**config.mk**
```make
export PLATFORM = sky130hd
export DESIGN_NAME = prog_timer
export DESIGN_NICKNAME = d
export VERILOG_FILES = /design/src/rtl/ptmr_pkg.sv /design/src/rtl/ptmr_regs.sv /design/src/rtl/ptmr_tick.sv /design/src/rtl/ptmr_core.sv /design/src/rtl/prog_timer.sv
export SDC_FILE = /design/constraint.sdc
export NUM_CORES = 1
export LEC_CHECK = 0
export BUFFER_PORTS_ARGS = -buffer_cell sky130_fd_sc_hd__buf_2
export CORE_ASPECT_RATIO = 1.4
export CORE_UTILIZATION = 61
export DETAILED_ROUTE_END_ITERATION = 16
export HOLD_SLACK_MARGIN = 0.02
export PLACE_DENSITY = 0.77
export SLEW_MARGIN = 20
export SYNTH_ARGS = -nofsm -noshare
export SYNTH_HDL_FRONTEND = slang
export SYNTH_SLANG_ARGS = --single-unit
export TNS_END_PERCENT = 5
```
**constraint.sdc**
```tcl
create_clock -name clk -period 3.5 [get_ports clk]
set_input_delay 0.525 -clock clk [delete_from_list [all_inputs] [get_ports clk]]
set_output_delay 0.525 -clock clk [all_outputs]
set_load 0.05 [all_outputs]
```
**src/rtl/ptmr_pkg.sv**
```systemverilog
`timescale 1ns/1ps
package ptmr_pkg;

    typedef enum logic [1:0] {
        MODE_PERIODIC = 2'b00,
        MODE_EVENT    = 2'b01,
        MODE_ONESHOT  = 2'b10,
        MODE_PWM      = 2'b11
    } tmode_e;

    // first member is the most significant bit
    typedef struct packed {
        logic       irq_en;
        logic       auto_rl;
        logic       dir_down;
        logic [1:0] clk_sel;
        logic       run;
        tmode_e     mode;
    } ctrl_t;

    localparam int CTRL_BITS = $bits(ctrl_t);
    localparam int ADDR_W    = 3;
    localparam int SEL_W     = 2;

    localparam logic [ADDR_W-1:0] A_CTRL   = 3'd0;
    localparam logic [ADDR_W-1:0] A_RELOAD = 3'd1;
    localparam logic [ADDR_W-1:0] A_CMP    = 3'd2;
    localparam logic [ADDR_W-1:0] A_DUTY   = 3'd3;
    localparam logic [ADDR_W-1:0] A_COUNT  = 3'd4;
    localparam logic [ADDR_W-1:0] A_STAT   = 3'd5;

    // PWM always counts up
    function automatic logic counts_down(tmode_e m, logic down);
        return down && (m != MODE_PWM);
    endfunction

    // PWM always restarts, one-shot never does
    function automatic logic restarts(tmode_e m, logic rl);
        case (m)
            MODE_PWM:     return 1'b1;
            MODE_ONESHOT: return 1'b0;
            default:      return rl;
        endcase
    endfunction

endpackage

```
**src/rtl/ptmr_regs.sv**
```systemverilog
`timescale 1ns/1ps
module ptmr_regs
    import ptmr_pkg::*;
#(
    parameter int W = 16
) (
    input  logic              clk,
    input  logic              rst,
    input  logic              wr,
    input  logic [ADDR_W-1:0] addr,
    input  logic [W-1:0]      wdata,
    input  logic [W-1:0]      count,
    input  logic              timeout,
    input  logic              oneshot_done,
    output ctrl_t             ctrl,
    output logic [W-1:0]      reload_val,
    output logic [W-1:0]      compare_val,
    output logic [W-1:0]      duty_val,
    output logic              load,
    output logic [W-1:0]      load_val,
    output logic [W-1:0]      rdata,
    output logic              irq
);

    ctrl_t ctrl_q;
    ctrl_t ctrl_new;
    logic  sts_q;
    logic  wr_ctrl;
    logic  wr_stat_clr;

    assign ctrl_new    = ctrl_t'(wdata[CTRL_BITS-1:0]);
    assign wr_ctrl     = wr && (addr == A_CTRL);
    assign wr_stat_clr = wr && (addr == A_STAT) && wdata[0];

    // start: run goes 0 -> 1 through a control write
    assign load     = wr_ctrl && ctrl_new.run && !ctrl_q.run;
    assign load_val = counts_down(ctrl_new.mode, ctrl_new.dir_down) ? reload_val : '0;

    always_ff @(posedge clk) begin
        if (rst) begin
            ctrl_q      <= '0;
            reload_val  <= '0;
            compare_val <= '0;
            duty_val    <= '0;
        end else begin
            if (wr_ctrl)
                ctrl_q <= ctrl_new;
            else if (oneshot_done)
                ctrl_q.run <= 1'b0;
            if (wr && addr == A_RELOAD) reload_val  <= wdata;
            if (wr && addr == A_CMP)    compare_val <= wdata;
            if (wr && addr == A_DUTY)   duty_val    <= wdata;
        end
    end

    always_ff @(posedge clk) begin
        if (rst)
            sts_q <= 1'b0;
        else if (timeout)
            sts_q <= 1'b1;
        else if (wr_stat_clr)
            sts_q <= 1'b0;
    end

    always_comb begin
        case (addr)
            A_CTRL:   rdata = W'(ctrl_q);
            A_RELOAD: rdata = reload_val;
            A_CMP:    rdata = compare_val;
            A_DUTY:   rdata = duty_val;
            A_COUNT:  rdata = count;
            A_STAT:   rdata = W'(sts_q);
            default:  rdata = '0;
        endcase
    end

    assign ctrl = ctrl_q;
    assign irq  = sts_q && ctrl_q.irq_en;

    // a timeout always leaves the flag set
    assert_status_set_R10: assert property (@(posedge clk) disable iff (rst)
        timeout |=> sts_q);

    // write-one clear without a competing timeout empties the flag
    assert_status_clear_R10: assert property (@(posedge clk) disable iff (rst)
        (wr_stat_clr && !timeout) |=> !sts_q);

    // the one-shot end drops the run bit unless software rewrites control
    assert_oneshot_stop_R8: assert property (@(posedge clk) disable iff (rst)
        (oneshot_done && !wr_ctrl) |=> !ctrl_q.run);

endmodule

```
**src/rtl/ptmr_tick.sv**
```systemverilog
`timescale 1ns/1ps
module ptmr_tick
    import ptmr_pkg::*;
#(
    parameter int PRE_STEP    = 2,
    parameter int SYNC_STAGES = 2
) (
    input  logic             clk,
    input  logic             rst,
    input  tmode_e           mode,
    input  logic             run,
    input  logic             load,
    input  logic [SEL_W-1:0] clk_sel,
    input  logic             event_in,
    output logic             tick
);

    localparam int PRE_W = PRE_STEP * ((1 << SEL_W) - 1);

    logic [SYNC_STAGES-1:0] sync_q;
    logic                   ev_last;
    logic                   ev_edge;
    logic [PRE_W-1:0]       presc;
    logic [PRE_W-1:0]       presc_lim;
    logic                   presc_hit;

    // synchroniser chain, depth picked by parameter
    generate
        if (SYNC_STAGES == 1) begin : g_sync1
            always_ff @(posedge clk) begin
                if (rst) sync_q <= '0;
                else     sync_q <= event_in;
            end
        end else begin : g_syncn
            always_ff @(posedge clk) begin
                if (rst) sync_q <= '0;
                else     sync_q <= {sync_q[SYNC_STAGES-2:0], event_in};
            end
        end
    endgenerate

    always_ff @(posedge clk) begin
        if (rst) ev_last <= 1'b0;
        else     ev_last <= sync_q[SYNC_STAGES-1];
    end

    assign ev_edge = sync_q[SYNC_STAGES-1] && !ev_last;

    assign presc_lim = PRE_W'((32'd1 << (32'(clk_sel) * PRE_STEP)) - 32'd1);
    assign presc_hit = (presc >= presc_lim);

    always_ff @(posedge clk) begin
        if (rst || load || !run)
            presc <= '0;
        else if (presc_hit)
            presc <= '0;
        else
            presc <= presc + 1'b1;
    end

    assign tick = run && ((mode == MODE_EVENT) ? ev_edge : presc_hit);

    // an edge detector never reports two rising edges back to back
    assert_single_edge_R7: assert property (@(posedge clk) disable iff (rst)
        ev_edge |=> !ev_edge);

endmodule

```
**src/rtl/ptmr_core.sv**
```systemverilog
`timescale 1ns/1ps
module ptmr_core
    import ptmr_pkg::*;
#(
    parameter int W = 16
) (
    input  logic         clk,
    input  logic         rst,
    input  tmode_e       mode,
    input  logic         run,
    input  logic         dir_down,
    input  logic         auto_rl,
    input  logic         tick,
    input  logic         load,
    input  logic [W-1:0] load_val,
    input  logic [W-1:0] reload_val,
    input  logic [W-1:0] compare_val,
    input  logic [W-1:0] duty_val,
    output logic [W-1:0] count,
    output logic         timeout,
    output logic         oneshot_done,
    output logic         pwm_out
);

    logic [W-1:0] cnt_q;
    logic [W-1:0] cnt_nx;
    logic [W-1:0] cnt_inc;
    logic         down_eff;
    logic         rl_eff;
    logic         step;
    logic         end_hit;

    assign down_eff = counts_down(mode, dir_down);
    assign rl_eff   = restarts(mode, auto_rl);
    assign step     = run && tick;
    assign cnt_inc  = cnt_q + 1'b1;

    always_comb begin
        cnt_nx  = cnt_q;
        end_hit = 1'b0;
        if (step) begin
            if (down_eff) begin
                if (cnt_q == '0) begin
                    if (rl_eff) begin
                        end_hit = 1'b1;
                        cnt_nx  = reload_val;
                    end
                end else if (cnt_q == W'(1)) begin
                    end_hit = 1'b1;
                    cnt_nx  = rl_eff ? reload_val : '0;
                end else begin
                    cnt_nx = cnt_q - 1'b1;
                end
            end else begin
                if (!rl_eff && cnt_q == compare_val) begin
                    cnt_nx = cnt_q;
                end else if (cnt_inc == compare_val) begin
                    end_hit = 1'b1;
                    cnt_nx  = rl_eff ? '0 : compare_val;
                end else begin
                    cnt_nx = cnt_inc;
                end
            end
        end
    end

    always_ff @(posedge clk) begin
        if (rst)       cnt_q <= '0;
        else if (load) cnt_q <= load_val;
        else           cnt_q <= cnt_nx;
    end

    assign count        = cnt_q;
    assign timeout      = end_hit && !load;
    assign oneshot_done = timeout && (mode == MODE_ONESHOT);
    assign pwm_out      = run && (mode == MODE_PWM) && (cnt_q < duty_val);

    // a start places the selected start value in the counter
    assert_start_value_R3: assert property (@(posedge clk) disable iff (rst)
        load |=> (cnt_q == $past(load_val)));

    // timeouts only come from a tick while running
    assert_timeout_needs_tick_R4: assert property (@(posedge clk) disable iff (rst)
        timeout |-> (run && tick));

    // an ordinary down tick subtracts exactly one
    assert_down_step_R5: assert property (@(posedge clk) disable iff (rst)
        (step && !load && down_eff && cnt_q > W'(1)) |=> (cnt_q == $past(cnt_q) - 1'b1));

    // an ordinary restarting up tick adds exactly one
    assert_up_step_R4: assert property (@(posedge clk) disable iff (rst)
        (step && !load && !down_eff && rl_eff && (cnt_q + 1'b1 != compare_val))
        |=> (cnt_q == $past(cnt_q) + 1'b1));

    // no run, no change
    assert_hold_stopped_R3: assert property (@(posedge clk) disable iff (rst)
        (!run && !load) |=> $stable(cnt_q));

endmodule

```
**src/rtl/prog_timer.sv**
```systemverilog
`timescale 1ns/1ps
module prog_timer
    import ptmr_pkg::*;
#(
    parameter int W           = 16,
    parameter int PRE_STEP    = 2,
    parameter int SYNC_STAGES = 2
) (
    input  logic              clk,
    input  logic              rst,
    input  logic              reg_wr,
    input  logic [ADDR_W-1:0] reg_addr,
    input  logic [W-1:0]      reg_wdata,
    output logic [W-1:0]      reg_rdata,
    input  logic              event_in,
    output logic              pwm_out,
    output logic              irq
);

    ctrl_t        ctrl;
    logic [W-1:0] reload_val;
    logic [W-1:0] compare_val;
    logic [W-1:0] duty_val;
    logic [W-1:0] count;
    logic [W-1:0] load_val;
    logic         load;
    logic         tick;
    logic         timeout;
    logic         oneshot_done;

    ptmr_regs #(.W(W)) u_regs (
        .clk          (clk),
        .rst          (rst),
        .wr           (reg_wr),
        .addr         (reg_addr),
        .wdata        (reg_wdata),
        .count        (count),
        .timeout      (timeout),
        .oneshot_done (oneshot_done),
        .ctrl         (ctrl),
        .reload_val   (reload_val),
        .compare_val  (compare_val),
        .duty_val     (duty_val),
        .load         (load),
        .load_val     (load_val),
        .rdata        (reg_rdata),
        .irq          (irq)
    );

    ptmr_tick #(.PRE_STEP(PRE_STEP), .SYNC_STAGES(SYNC_STAGES)) u_tick (
        .clk      (clk),
        .rst      (rst),
        .mode     (ctrl.mode),
        .run      (ctrl.run),
        .load     (load),
        .clk_sel  (ctrl.clk_sel),
        .event_in (event_in),
        .tick     (tick)
    );

    ptmr_core #(.W(W)) u_core (
        .clk          (clk),
        .rst          (rst),
        .mode         (ctrl.mode),
        .run          (ctrl.run),
        .dir_down     (ctrl.dir_down),
        .auto_rl      (ctrl.auto_rl),
        .tick         (tick),
        .load         (load),
        .load_val     (load_val),
        .reload_val   (reload_val),
        .compare_val  (compare_val),
        .duty_val     (duty_val),
        .count        (count),
        .timeout      (timeout),
        .oneshot_done (oneshot_done),
        .pwm_out      (pwm_out)
    );

endmodule

```
Word-level counts from Yosys, hierarchy flattened
Cells that the tools add are included.
{ "word_totals": {"output_inout_bits": 18, "register_bits": 82} }
{ "op_classes": {"n_eq_ne": 15, "n_mux": 25, "magnitude_cmp": 2, "n_shift": 1, "reduce_logical": 32, "add_sub_neg": 4} }
{ "ops": {"columns": ["operator", "count"], "rows": [
  ["$mux W16", 11],
  ["$pmux W16 S6", 1],
  ["$eq A16 B16 Y1", 2],
  ["$logic_and A1 B1 Y1", 19],
  ["$add A16 B1 Y16 const B", 1],
  ["$eq A16 B1 Y1 const B", 1],
  ["$logic_not A16 Y1", 1],
  ["$lt A16 B16 Y1", 1],
  ["$sub A16 B1 Y16 const B", 1],
  ["$mux W1", 12],
  ["$add A6 B1 Y6 const B", 1],
  ["$eq A3 B2 Y1 const B", 2],
  ["$eq A3 B3 Y1 const B", 2],
  ["$ge A6 B6 Y1", 1],
  ["$reduce_bool A2 Y1", 3],
  ["$shl A1 B3 Y6 const A", 1],
  ["$sub A6 B1 Y6 const B", 1],
  ["$eq A2 B2 Y1 const B", 2],
  ["$logic_not A1 Y1", 4],
  ["$ne A2 B2 Y1 const B", 2],
  ["$ne A4 B3 Y1 const B", 1],
  ["$eq A3 B1 Y1 const B", 1],
  ["$logic_not A3 Y1", 1],
  ["$ne A3 B1 Y1 const B", 1],
  ["5 further kinds", 6]
]} }

Longest topological paths before layout
{ "depth": {"ltp_word": 11, "ltp_mapped": 12, "mapped_depth_nobuf": 10} }

By module
A second synthesis with hierarchy kept.
{ "unflattened": {"cells_unflattened": 784, "area_unflattened_um2": 6083.3} }
{ "by_module_without_submodules": {"columns": ["mod", "n_inst", "cells_each", "seq_area_each_um2", "area_each_um2"], "rows": [
  ["ptmr_regs", 1, 355, 1141.1, 2834.0],
  ["ptmr_core", 1, 376, 320.3, 2762.6],
  ["ptmr_tick", 1, 53, 180.2, 486.7]
]} }

Worst setup path before layout
No wires, ideal clock.
{ "synth_timing": {"kind": "input-to-output", "start": "input port reg_addr[0]", "end": "output port reg_rdata[10]", "t_arrival_ns": 2.568, "slack_ns": 0.407, "n_path_buf": 3, "required_time_ns": 2.975, "path_stages": 5, "path_cell_list": "clkbuf_1 > clkbuf_1 > clkbuf_1 > a22oi_1 > o21ai_0"} }
{ "synth_between": {"elab_chain_len": 2} }
{ "synth_rtl": {"columns": ["item", "line", "source"], "rows": [
  ["start: declaration", "prog_timer.sv:12", "input logic [ADDR_W-1:0] reg_addr,"],
  ["$eq A3 B3 Y1, or another cell as far along", "ptmr_regs.sv:66", "case (addr)"],
  ["$pmux W16 S6 (*)", "ptmr_regs.sv:66", null],
  ["end: declaration", "prog_timer.sv:14", "output logic [W-1:0] reg_rdata,"]
]} }
Every way passes the cells marked *; elsewhere a longest branch is shown, timed or not.

Worst setup path after layout
{ "layout_timing": {"start": "register u_core.cnt_q[2], in the netlist u_core.count[2]", "end": "output port pwm_out"} }
{ "layout_between": {"elab_chain_len": 2} }
{ "layout_rtl": {"columns": ["item", "line", "source"], "rows": [
  ["start: declaration", "ptmr_core.sv:25", "logic [W-1:0] cnt_q;"],
  ["start signal: assignment", "ptmr_core.sv:69", "else if (load) cnt_q <= load_val;"],
  ["start signal: assignment", "ptmr_core.sv:70", "else cnt_q <= cnt_nx;"],
  ["$lt A16 B16 Y1", "ptmr_core.sv:76", "assign pwm_out = run && (mode == MODE_PWM) && (cnt_q < duty_val);"],
  ["$logic_and A1 B1 Y1", "ptmr_core.sv:76", null],
  ["end: declaration", "prog_timer.sv:16", "output logic pwm_out,"]
]} }
No other way between the ends.

==> implementation parameters <==
Parameter                              Value

STA
  Worst slew margin relative to its limit    30.2%
  Fin. max-slew vios    0
  Maximum clock skew at final layout    0.00530 ns
  Hold violation count in the final report    0
  Slew at the pin closest to its max-slew limit    ~1.0 ns
  Unrepaired setup endpoints after global routing    no
  Final worst setup slack    between 0.2 and 0.25 ns
  Time the worst path needs with I/O delays and setup    roughly 3.3 ns
  Final worst-path cycle share    between 90% and 100%
  Final setup violation count    0
  Upper clock frequency limit    roughly 300 MHz
  Summed negative setup slack over all endpoints    0 ns

Setup path
  Classification of the worst setup path    register to output pin
  Kind of launch point of the worst setup path    register
  Launch point of the worst path    u_core.count[2]$_SDFFE_PP0P_
  Biggest fanout along the worst timing path    10
  Required time at the worst-slack endpoint    between 2 and 3 ns
  Crit. End Element    output pin
  Data arrival, critical path    around 2.8 ns
  Launching point of the worst reg2reg path    u_core.count[1]$_SDFFE_PP0P_

Cells and area
  Fraction of layout instances using a drive strength above 1    14.2%
  Most frequent cells in the layout    nand2_1, dfxtp_1, a21oi_1, buf_2, nor2_1
  Register area    about 1600 sq um
  Final layout net count    around 800
  Relative area change from synthesis to final layout    9.52%
  Commonest non-fill, non-tap cell in the layout    nand2_1
  FILL cells    ~780
  Antenna cells    0
  Multi-input gate area in the final layout    3800 sq um

Clock tree
  Clock sink total    roughly 80
  Clk_lat worst skew    ~0.34 ns
  Number of instances resized during post-cts repair    0
  Number of setup buffers added after CTS    0
  Hold Buf Count CTS    0
  CTS max path bufs    2
  Clock tree from TritonCTS    yes
  Root Buffer Master    clkbuf_16
  TritonCTS buffer count    9
  Clock transition at path regs    0.07 ns
  Number of levels in the clock H-tree    3

Die
  Number of cell rows    slightly above 40
  Horizontal die dimension    between 80 and 90 microns
  Core box area    between 9000 and 10000 sq um
  Chip height    117 microns
  Starting density of the core    about 63%
  I/O pins    between 40 and 50
  Total Die Area    9900 sq um

Yosys
  Async set-or-reset flop fraction in the synthesized netlist    0%
  Area share of fa/ha/maj cells after synthesis    under 10%
  Netlist area before placement    roughly 5800 sq um
  Nets in the synthesized netlist    roughly 810
  Combinational family with the most area after synthesis    compound AO/OA/AOI/OAI gates
  Complex-gate fraction of the synthesized area    a little under a quarter
  Number of enable-type register cells in the synthesized netlist    0
  Register bit total from synthesis    82
  Prevailing post-synth register cell    dfxtp_1
  Synth warn    0
  Xor-xnor portion of the synthesized cell area    around 7.4%
  Avg Cell Area, Syn    ~7.7 sq um
  Proportion of synthesized area in mux cells    5.94%
  Number of standard cells after synthesis    757
  Share of synthesized cell area in and, or, nand and nor gates    a little under a quarter
  Share of synthesized area occupied by flip-flops and latches    roughly 28%
  Count of different cell masters after synthesis    66

GRT
  Overall routing resource usage    between 30% and 40%
  Largest net degree at the start of global routing    around 60
  Total global routing overflow    0
  Vias in the first global route    approximately 5600
  Global-route wire length before repair    roughly 29000 microns
  Number of antenna violations at the first check in global routing    0

Route
  First-iteration detailed-routing DRC count    approximately 730
  # DRC    0
  Total wire length    approximately 18000 microns
  Length of the first detailed-routing pass in iterations    5
  Count of nets left with antenna violations after detail routing    0
  Routed wire length per instance    just over 20 microns
  Average via count per standard cell    between 6 and 7
  Vias    between 5000 and 6000

Place
  Buffers on Ports    40
  Detailed placement HPWL    13200 microns
  Final weighted congestion of routability-driven global placement    between 0.9 and 1
  Setup slack at placement    ~0.28 ns

Pwr
  Power density over cell area    approximately 360 nW/um^2
  Peak supply drop    around 0.34 mV
  Leakage power summed over all cells    roughly 2.3 nW

Hold path
  Hold Path Class    input pin to register
  Worst Min Path Start    event_in

Run status
  Outcome    finished, final reports clean

Job
  Number of violations of the max-capacitance limit    0
[area by class of cell]
class,count,area share (%)
well taps,107,2.11
clock buffers,10,3.77
inverters,30,1.77
repair buffers,61,5.64
multi-input cells,588,59.9
clock inverters,5,0.946
flip-flops and latches,82,25.9
[registers in the layout, indices dropped and copies added, names as in the netlist]
register and cells:
u_regs.ctrl 8, u_tick.ev_last 1, u_regs.compare_val 16, u_regs.duty_val 16, u_core.count 16, u_tick.sync_q 2, u_regs.sts_q 1, u_tick.presc 6
u_regs.reload_val 16
[per-layer routing]
| metal | share of wire (%) | track usage, % | vias up |
|---|---|---|---|
| li1 | - | - | 2725 |
| met1 | 40 | 47.9 | 2770 |
| met2 | 47 | 59.3 | 342 |
| met3 | 8.8 | 5.63 | 71 |
| met4 | 3.7 | 17.4 | 0 |
| met5 | 0 | 0 | - |
[cell usage after synthesis, types with 10 or more instances]
library cell	number	area share, %
nor2_1	36	2.3
a22oi_1	20	2.6
o22ai_1	11	1.2
xnor2_1	35	5.3
ha_1	25	5.4
nand2_1	145	9.4
buf_2	12	1.0
nor2b_1	10	1.1
nand4_1	10	1.1
a21oi_1	80	6.9
a211o_1	11	1.7
a221oi_1	17	2.6
o21ai_0	24	2.1
inv_1	29	1.9
dfxtp_1	82	28
nand3_1	19	1.6
clkbuf_1	40	2.6
nor3_1	10	0.86
mux2_2	13	2.5
xor2_1	14	2.1
[stage by stage]
step / total power, mW / util, % / hold WS (ns) / instance area [sq um] / instances
global route: 2.36 / 69.5 / 0.434 / 6350 / 883
detailed placement: 1.32 / 66.2 / 0.425 / 6040 / 868
CTS: 2.28 / 69.4 / 0.432 / 6340 / 883
global placement: 1.31 / 66.2 / 0.416 / 6040 / 868
floorplan: 1.23 / - / 0.410 / 5790 / 757
finish: 2.29 / 69.5 / 0.432 / 6350 / 883
[where the power goes]
part / total, mW / switching, mW / internal [mW]
sequential: 0.979 / 0.0277 / 0.952
combinational: 0.333 / 0.215 / 0.117
clock: 0.982 / 0.409 / 0.573
total: 2.29 / 0.653 / 1.64
[logic make-up after synthesis]
| logic type | count (synthesis) |
|---|---|
| AND/OR/NAND/NOR | 279 |
| AO/OA/AOI/OAI | 209 |
| buffers and inverters | 87 |
| flip-flops | 82 |
| XOR/XNOR | 49 |
| multiplexers | 26 |
| adder cells (fa/ha/maj) | 25 |
[worst max-delay path: stages (launching register included)]
cell and delay [ns]:
dfxtp_1 0.52, buf_4 0.24, ha_1 0.24, a21o_1 0.15, a21o_1 0.18, a21o_1 0.18
a211oi_1 0.26, o21bai_1 0.13, a21oi_1 0.22, buf_2 0.30
[final timing paths]
| path | to | slack (ns) | depth (start not counted) |
|---|---|---|---|
| hold reg to reg | u_tick.ev_last$_SDFF_PP0_ | 0.43 | 2 |
| setup reg to reg | u_core.count[1]$_SDFFE_PP0P_ | 0.25 | 8 |
| hold / removal | u_tick.sync_q[0]$_SDFF_PP0_ | 0.43 | 2 |
| setup / recovery | pwm_out | 0.21 | 9 |
(Power assumes the default switching activity.)
